--- config.mk ---
export PLATFORM = sky130hd
export DESIGN_NAME = sercfg_regs
export DESIGN_NICKNAME = d
export VERILOG_FILES = /design/src/rtl/sercfg_pkg.sv /design/src/rtl/sercfg_cmd_decode.sv /design/src/rtl/sercfg_mode_ptr.sv /design/src/rtl/sercfg_dir_ctrl.sv /design/src/rtl/sercfg_regs.sv
export SDC_FILE = /design/constraint.sdc
export NUM_CORES = 1
export LEC_CHECK = 0
export BUFFER_PORTS_ARGS = -buffer_cell sky130_fd_sc_hd__buf_2
export CAP_MARGIN = 5
export CORE_MARGIN = 1.5
export CORE_UTILIZATION = 48
export DETAILED_ROUTE_END_ITERATION = 10
export PLACE_DENSITY = 0.79
export SLEW_MARGIN = 20
export SYNTH_ARGS = -nofsm -noshare
export SYNTH_HDL_FRONTEND = slang
export SYNTH_SLANG_ARGS = --single-unit
--- constraint.sdc ---
create_clock -name clk -period 2.05 [get_ports clk]
set_input_delay 0.41 -clock clk [delete_from_list [all_inputs] [get_ports clk]]
set_output_delay 0.41 -clock clk [all_outputs]
set_load 0.005 [all_outputs]
--- src/rtl/sercfg_pkg.sv ---
package sercfg_pkg;

    typedef enum logic {
        PTR_FIRST  = 1'b0,
        PTR_SECOND = 1'b1
    } ptr_state_t;

    typedef enum logic {
        DIR_OFF = 1'b0,
        DIR_ON  = 1'b1
    } dir_state_t;

    typedef enum logic [2:0] {
        MISC_NONE   = 3'b000,
        MISC_PTRRST = 3'b001,
        MISC_RXRST  = 3'b010,
        MISC_TXRST  = 3'b011
    } misc_code_t;

    localparam int NUM_DIR = 2;
    localparam int DIR_RX  = 0;
    localparam int DIR_TX  = 1;

    typedef struct packed {
        logic [NUM_DIR-1:0] en_req;
        logic [NUM_DIR-1:0] dis_req;
        logic [NUM_DIR-1:0] rst_req;
        logic               ptr_rst;
    } cmd_act_t;

endpackage

--- src/rtl/sercfg_cmd_decode.sv ---
module sercfg_cmd_decode
    import sercfg_pkg::*;
(
    input  logic       wr_stb,
    input  logic [6:0] cmd,
    output cmd_act_t   act
);
    logic [2:0] misc;

    always_comb begin
        misc = cmd[6:4];
        act  = '0;
        if (wr_stb) begin
            for (int d = 0; d < NUM_DIR; d++) begin
                act.en_req[d]  = (cmd[2*d +: 2] == 2'b01);
                act.dis_req[d] = (cmd[2*d +: 2] == 2'b10);
            end
            unique case (misc)
                MISC_PTRRST: act.ptr_rst         = 1'b1;
                MISC_RXRST:  act.rst_req[DIR_RX] = 1'b1;
                MISC_TXRST:  act.rst_req[DIR_TX] = 1'b1;
                default:     ;
            endcase
        end
    end
endmodule

--- src/rtl/sercfg_mode_ptr.sv ---
module sercfg_mode_ptr
    import sercfg_pkg::*;
(
    input  logic clk,
    input  logic rst_n,
    input  logic access,
    input  logic ptr_rst,
    output logic sel_second
);
    ptr_state_t state_q, state_d;

    always_ff @(posedge clk or negedge rst_n) begin
        if (!rst_n) state_q <= PTR_FIRST;
        else        state_q <= state_d;
    end

    always_comb begin
        state_d = state_q;
        unique case (state_q)
            PTR_FIRST:  if (access)  state_d = PTR_SECOND;
            PTR_SECOND: if (ptr_rst) state_d = PTR_FIRST;
            default:    state_d = PTR_FIRST;
        endcase
    end

    always_comb begin
        sel_second = (state_q == PTR_SECOND);
    end
endmodule

--- src/rtl/sercfg_dir_ctrl.sv ---
module sercfg_dir_ctrl
    import sercfg_pkg::*;
(
    input  logic clk,
    input  logic rst_n,
    input  logic en_req,
    input  logic dis_req,
    input  logic rst_req,
    output logic enabled,
    output logic rst_pulse
);
    dir_state_t state_q, state_d;
    logic       pulse_q;

    always_ff @(posedge clk or negedge rst_n) begin
        if (!rst_n) state_q <= DIR_OFF;
        else        state_q <= state_d;
    end

    always_comb begin
        state_d = state_q;
        unique case (state_q)
            DIR_OFF: if (en_req && !rst_req)      state_d = DIR_ON;
            DIR_ON:  if (rst_req || dis_req)      state_d = DIR_OFF;
            default: state_d = DIR_OFF;
        endcase
    end

    always_ff @(posedge clk or negedge rst_n) begin
        if (!rst_n) pulse_q <= 1'b0;
        else        pulse_q <= rst_req;
    end

    always_comb begin
        enabled   = (state_q == DIR_ON);
        rst_pulse = pulse_q;
    end
endmodule

--- src/rtl/sercfg_regs.sv ---
module sercfg_regs
    import sercfg_pkg::*;
#(
    parameter int ADDR_W = 3,
    parameter int DATA_W = 8
) (
    input  logic              clk,
    input  logic              rst_n,
    input  logic              bus_sel,
    input  logic              bus_wr,
    input  logic [ADDR_W-1:0] bus_addr,
    input  logic [DATA_W-1:0] bus_wdata,
    output logic [DATA_W-1:0] bus_rdata,
    input  logic              rxq_valid,
    input  logic [DATA_W-1:0] rxq_data,
    output logic              rxq_pop,
    input  logic              tx_ready,
    output logic              tx_load,
    output logic [DATA_W-1:0] tx_data,
    output logic              rx_en,
    output logic              tx_en,
    output logic              rx_rst,
    output logic              tx_rst,
    output logic [DATA_W-1:0] mode1,
    output logic [DATA_W-1:0] mode2,
    output logic [DATA_W-1:0] clk_sel,
    output logic [3:0]        char_len,
    output logic              parity_en
);
    localparam logic [ADDR_W-1:0] OFS_MODE = ADDR_W'(0);
    localparam logic [ADDR_W-1:0] OFS_STAT = ADDR_W'(2);
    localparam logic [ADDR_W-1:0] OFS_CMD  = ADDR_W'(4);
    localparam logic [ADDR_W-1:0] OFS_BUF  = ADDR_W'(6);
    localparam logic [3:0]        LEN_BASE = 4'd5;
    localparam logic [1:0]        PAR_NONE = 2'b10;

    logic hit_mode, hit_stat, hit_cmd, hit_buf;
    logic wr_mode, wr_stat, wr_cmd, wr_buf, rd_buf;
    logic sel_second;
    logic tx_rdy_now, rx_rdy_now;
    logic [NUM_DIR-1:0] dir_on, dir_rst;
    logic [DATA_W-1:0]  status;
    cmd_act_t act;

    always_comb begin
        hit_mode = bus_sel && (bus_addr == OFS_MODE);
        hit_stat = bus_sel && (bus_addr == OFS_STAT);
        hit_cmd  = bus_sel && (bus_addr == OFS_CMD);
        hit_buf  = bus_sel && (bus_addr == OFS_BUF);
        wr_mode  = hit_mode && bus_wr;
        wr_stat  = hit_stat && bus_wr;
        wr_cmd   = hit_cmd  && bus_wr;
        wr_buf   = hit_buf  && bus_wr;
        rd_buf   = hit_buf  && !bus_wr;
    end

    sercfg_cmd_decode u_dec (
        .wr_stb (wr_cmd),
        .cmd    (bus_wdata[6:0]),
        .act    (act)
    );

    sercfg_mode_ptr u_ptr (
        .clk        (clk),
        .rst_n      (rst_n),
        .access     (hit_mode),
        .ptr_rst    (act.ptr_rst),
        .sel_second (sel_second)
    );

    for (genvar g = 0; g < NUM_DIR; g++) begin : g_dir
        sercfg_dir_ctrl u_dir (
            .clk       (clk),
            .rst_n     (rst_n),
            .en_req    (act.en_req[g]),
            .dis_req   (act.dis_req[g]),
            .rst_req   (act.rst_req[g]),
            .enabled   (dir_on[g]),
            .rst_pulse (dir_rst[g])
        );
    end

    always_comb begin
        rx_en  = dir_on[DIR_RX];
        tx_en  = dir_on[DIR_TX];
        rx_rst = dir_rst[DIR_RX];
        tx_rst = dir_rst[DIR_TX];
    end

    always_ff @(posedge clk or negedge rst_n) begin
        if (!rst_n) begin
            mode1   <= '0;
            mode2   <= '0;
            clk_sel <= '0;
        end else begin
            if (wr_mode && !sel_second) mode1 <= bus_wdata;
            if (wr_mode &&  sel_second) mode2 <= bus_wdata;
            if (wr_stat)                clk_sel <= bus_wdata;
        end
    end

    always_comb begin
        tx_rdy_now = tx_ready && tx_en;
        rx_rdy_now = rxq_valid && rx_en;
        status     = '0;
        status[0]  = rx_rdy_now;
        status[2]  = tx_rdy_now;
    end

    always_ff @(posedge clk or negedge rst_n) begin
        if (!rst_n) begin
            tx_load <= 1'b0;
            tx_data <= '0;
        end else begin
            tx_load <= wr_buf && tx_rdy_now;
            if (wr_buf && tx_rdy_now) tx_data <= bus_wdata;
        end
    end

    always_comb begin
        rxq_pop   = rd_buf && rxq_valid;
        bus_rdata = '0;
        if (bus_sel && !bus_wr) begin
            if (hit_mode)     bus_rdata = sel_second ? mode2 : mode1;
            else if (hit_stat) bus_rdata = status;
            else if (hit_buf)  bus_rdata = rxq_data;
        end
    end

    always_comb begin
        char_len  = LEN_BASE + {2'b00, mode1[1:0]};
        parity_en = (mode1[4:3] != PAR_NONE);
    end
endmodule

==> results of run 1 <==
final cells by class:
class | count | area (µm²)
Clock buffer | 5 | 68.8
Clock inverter | 3 | 40.0
Fill cell | 287 | 1250
Inverter | 2 | 7.51
Multi-Input combinational cell | 90 | 868
Sequential cell | 38 | 952
Tap cell | 48 | 60.1
Timing Repair Buffer | 87 | 465
flip-flops by register name, indices dropped and copies added (netlist names):
signal                 flops
clk_sel                    8
g_dir.u_dir.enabled        2
g_dir.u_dir.rst_pulse      2
mode1                      8
mode2                      8
tx_data                    8
tx_load                    1
u_ptr.sel_second           1
placed cells by master, fill, tap and decap left out, drive strengths merged, types with 2 or more instances in the layout:
| cell type | count |
|---|---|
| nand3b | 2 |
| nand2 | 6 |
| dfrtp | 38 |
| nand2b | 3 |
| a221oi | 2 |
| buf | 87 |
| nor2b | 2 |
| clkbuf | 5 |
| inv | 2 |
| clkinv | 2 |
| a211o | 2 |
| or2b | 2 |
| nor3b | 2 |
| mux2i | 2 |
| mux2 | 38 |
| nor2 | 8 |
| a22oi | 6 |
routing by layer:
layer	part of all wire (%)	wire (µm)	vias to the layer above	track usage, %
met4	1.7	77	0	10.4
met5	0	0	-	0
li1	-	-	682	-
met3	3.6	165	8	3.25
met2	53	2410	51	36.7
met1	42	1930	745	27.1
stage by stage:
step / instance area [µm²] / setup WS (ns) / hold slack (ns) / instances / utilization, %
2_1_floorplan: 1880 / 0.263 / 0.114 / 138 / -
3_3_place_gp: 2330 / 0.113 / 0.485 / 263 / 62.8
3_5_place_dp: 2330 / 0.132 / 0.478 / 263 / 62.8
4_1_cts: 2440 / 0.0356 / 0.171 / 271 / 65.7
5_1_grt: 2460 / 0.0380 / 0.207 / 273 / 66.3
6_report: 2460 / 0.103 / 0.160 / 273 / 66.3
worst register-to-register path, stage by stage, from the launching register on:
cell and delay, ns:
dfrtp_2 0.51, buf_4 0.19, nor4_4 0.21, buf_4 0.23, mux2_2 0.35
final timing paths:
path / start / end
hold / removal: rst_n / clk_sel[2]
min in group clk: bus_wdata[7] / mode2[7]
setup / recovery: u_ptr.sel_second / bus_rdata[6]
max in group asynchronous: rst_n / u_ptr.sel_second
hold reg to reg: clk_sel[6] / clk_sel[6]
setup reg to reg: u_ptr.sel_second / mode1[6]
cells by family (layout without fill, tap and decap cells):
kind of cell | Yosys count | in the layout | share of synthesized area [%]
flops | 38 | 38 | 50.7
fa+ha+maj | 1 | 1 | 0.667
buf+inv | 10 | 97 | 3.33
compound gates | 15 | 15 | 6.67
simple gates | 34 | 34 | 13.2
mux | 40 | 40 | 25.5
power breakdown:
part           internal, mW  switching (mW)  total (mW)
clock                 0.358           0.250       0.608
sequential            0.891           0.102       0.993
combinational         0.312           0.201       0.513
total                  1.56           0.553        2.11
what timing repair did:
action	CTS	global route
endpoints found under the setup margin	6	1
buffers inserted	0	2
resized for setup	1	1
==> impl_metrics.ini, run 1 <==
[timing]
worstMarginPinSlew_ns = 0.471
relSlewSlack_pct = 68.6
setup_violations = 0
fmax_ghz = 0.514
rsz0062_at_grt = no
finalHoldViolCount = 0
post-route-period-util_pct = 95.0
setup_tns_ns = 0
finalClockSkew_ns = 0.00765
drv_slew = 0
post-route-min-period_ns = 1.95

[clock_tree]
clk_pin_slew_ns = 0.07
ctsHoldBuffers = 0
cts_sinks = 38
clk_latency_ns = 0.28
htree_levels = 2
root_buffer = clkbuf_8
cts_tree = built
cts_buffer_depth = 2
cts_made_buffers = 5

[route]
wl_um = 4580
drc = 0
vias = 1486
drt_first_pass_iters = 4
vias_per_cell = 5.44
first_iter_violations = 47
ant_nets = 0
wire_per_inst_um = 16.8

[setup_path]
cp_cell_sequence = mux2_2, a22oi_1, nor2_1, buf_2
r2r_slack_ns = 0.45
cp_top_family = flip-flops
setup.worst_path.class = reg -> out
crit_arrival_ns = 1.54
slowest_delay_ns = 0.52
cp-end-kind = output pin
slowest_stage = dfrtp_2
critPathMaxFanout = 11
required_ns = 1.64
path_buf_inv = 1
reg2reg_depth = 4
crit_cells = 4
startpoint_type = register

[floorplanning]
fp.dieH_um = 65.5
initial_core_util_pct = 50.5
coreArea_um2 = 3720
fp-row-count = 22
die_w_um = 65.5
io-pin-count = 76
die-area_um2 = 4290

[grt]
grt_use_total_pct = 21.7
grt_max_degree = 39
grt_pass1_vias = 1462
grt_pass1_wl_um = 6990
antenna_found_initial = 0
grt_overflow_total = 0

[synthesis]
synth-seq-area-share_pct = 50.7
synthTopCellsByCount = dfrtp_1, mux2_2, mux2_4, nor2_1
synth_area_um2 = 1880
ys_ff_latch = 38
ys_types = 36
syn_nets = 164
avgSynthCellArea_um2 = 13.6
synth_top_area_share_pct = 50.7
synth_area_leaders = dfrtp_1, mux2_2, mux2_4, a22oi_1, nor2_1
synth_edf_count = 0
synthMostInstantiatedCell = dfrtp_1
yosys.area.top_type = dfrtp_1
synth_cells = 138
ys.flop_type = dfrtp_1
synth.yosys.warnings = 0
synthArstFlopShare_pct = 100

[layout]
area_growth_pct = 31.2
nNetsFinal = 250
drive_gt1_share_pct = 62.7
diodes = 0

[job]
maxCapViolCount = 0

[placement]
io_buffers = 75
place_congestion = 0.787
place_hpwl_um = 3340

[power_and_ir_drop]
ir_drop_mv = 0.515
p_leak_nw = 1.29
finalPower_mw = 2.11
power_density_nw_per_um2 = 859

[status]
status = finished clean

[hold_path]
min_path_type = in -> async
Power figures use the tool's default switching activity.
==> run 2, diff against run 1 <==
==> constraint.sdc (replaced) <==
create_clock -name clk -period 2.05 [get_ports clk]
set_input_delay 0.1025 -clock clk [delete_from_list [all_inputs] [get_ports clk]]
set_output_delay 0.1025 -clock clk [all_outputs]
set_load 0.005 [all_outputs]
==> run 2 against run 1 <==
Sequential share of layout area grew 1.1 points. Global-route usage is essentially flat. Clock-buffer cell count grew 2. Via count shrank 0.81%. Power shrank 4.6%. Clock power shrank 14%. Worst setup slack gained 0.12 ns. Combinational power shrank 1%. Critical path type unchanged. Critical endpoint is now bus_rdata[7]. Largest power group unchanged.
==> impl_metrics.ini, run 2 (synthesis gave the netlist of run 1 again) <==
[timing]
post-route-period-util_pct = 88.9
finalClockSkew_ns = 0.00608
setup_violations = 0
post-route-min-period_ns = 1.82
worstMarginPinSlew_ns = 0.836
rsz0062_at_grt = no
fmax_ghz = 0.549
relSlewSlack_pct = 44.3
drv_slew = 0
fin_ws_ns = 0.227
setup_tns_ns = 0
finalHoldViolCount = 0

[setup_path]
cp-end-kind = output pin
startpoint_type = register
reg2reg_depth = 2
critPathMaxFanout = 8
setup.worst_path.class = reg -> out
r2r_slack_ns = 0.46
crit_arrival_ns = 1.72
required_ns = 1.95
r2r_end = mode1[6]
r2r-start = u_ptr.sel_second

[power_and_ir_drop]
power_density_nw_per_um2 = 845
p_leak_nw = 1.24
ir_drop_mv = 0.557

[clock_tree]
htree_levels = 2
post_cts_resized = 0
clk_latency_ns = 0.29
cts_tree = built
cts_buffer_depth = 2
cts_made_buffers = 5
ctsHoldBuffers = 1
cts_sinks = 38
postCtsSetupBuffers = 0
clk_pin_slew_ns = 0.08
root_buffer = clkbuf_8

[layout]
area_growth_pct = 27.3
diodes = 0
design_area_um2 = 2390
finalCoreUtilization_pct = 64.3
nNetsFinal = 243
drive_gt1_share_pct = 59.6
mostFrequentLayoutCell = buf_2
finalNonFillerCells = 266
layout_common_cells = buf_2, dfrtp_1, mux2_2

[grt]
grt_pass1_wl_um = 6880
grt_overflow_total = 0
grt_pass1_vias = 1349
grt_use_total_pct = 21.6
antenna_found_initial = 0
grt_max_degree = 39

[status]
status = finished clean

[floorplanning]
fp-row-count = 22
die-area_um2 = 4290
io-pin-count = 76
coreArea_um2 = 3720
die_w_um = 65.5
initial_core_util_pct = 50.5
fp.dieH_um = 65.5

[hold_path]
min_path_type = in -> reg
holdPathStages = 2
hold_end = tx_data[7]
min-delay-start = bus_wdata[7]

[route]
first_iter_violations = 90
wire_per_inst_um = 16.6
drc = 0
vias = 1474
vias_per_cell = 5.54
drt_first_pass_iters = 4
ant_nets = 0
wl_um = 4430

[placement]
dp.cells = 257
place_hpwl_um = 3130
place_congestion = 0.802
io_buffers = 75
pre_cts_slack_ns = 0.462
dpl_cell_area_um2 = 2290

[job]
maxCapViolCount = 0
==> run 2: cell count changes in the layout (fill, tap and decap cells not counted), sizes merged <==
cell         before  now
bufinv            1    0
buf              87   79
clkinv            2    1
dlygate4sd3       0    1
clkbuf            5    7
==> run 2: worst max-delay path: stages, from the launching register on <==
cell,delay (ns)
dfrtp_1,0.47
buf_4,0.23
mux2_2,0.35
a22oi_1,0.19
nor2_1,0.06
buf_2,0.13
==> run 2: routing by layer <==
metal | part of all wire (%) | vias to the layer above | track usage [%]
met5 | 0 | - | 0
met4 | 0.41 | 0 | 7.29
met3 | 5.0 | 2 | 5.82
met2 | 52 | 60 | 34.3
met1 | 43 | 748 | 28.8
li1 | - | 664 | -
==> run 2: report_power, final <==
part / switching (mW) / internal, mW / leakage (nW)
registers: 0.0999 / 0.891 / 0.476
clock network: 0.249 / 0.271 / 0.0482
logic: 0.200 / 0.306 / 0.719
==> run 2: how the worst max path moves through the flow <==
stage,cells past startpoint,to,start
after floorplan,6,tx_data[0],bus_addr[0]
after global placement,2,mode1[2],u_ptr.sel_second
after detailed placement,2,mode1[0],u_ptr.sel_second
after CTS,5,bus_rdata[7],u_ptr.sel_second
after global routing,5,bus_rdata[7],u_ptr.sel_second
final,5,bus_rdata[7],u_ptr.sel_second
==> run 2: metrics by stage <==
stage	hold slack (ns)	total power, mW
after floorplan	-0.193	1.25
after global placement	0.243	1.49
after detailed placement	0.242	1.51
after CTS	0.0825	2.03
after global routing	0.0905	2.14
final	0.0930	2.02
==> run 2: area by class of cell <==
cell class | instances | area, µm²
fillers | 303 | 1330
well taps | 48 | 60.1
flip-flops and latches | 38 | 951
inverters | 2 | 7.51
repair buffers | 80 | 415
multi-input cells | 90 | 863
clock buffers | 7 | 86.3
clock inverters | 1 | 5.00
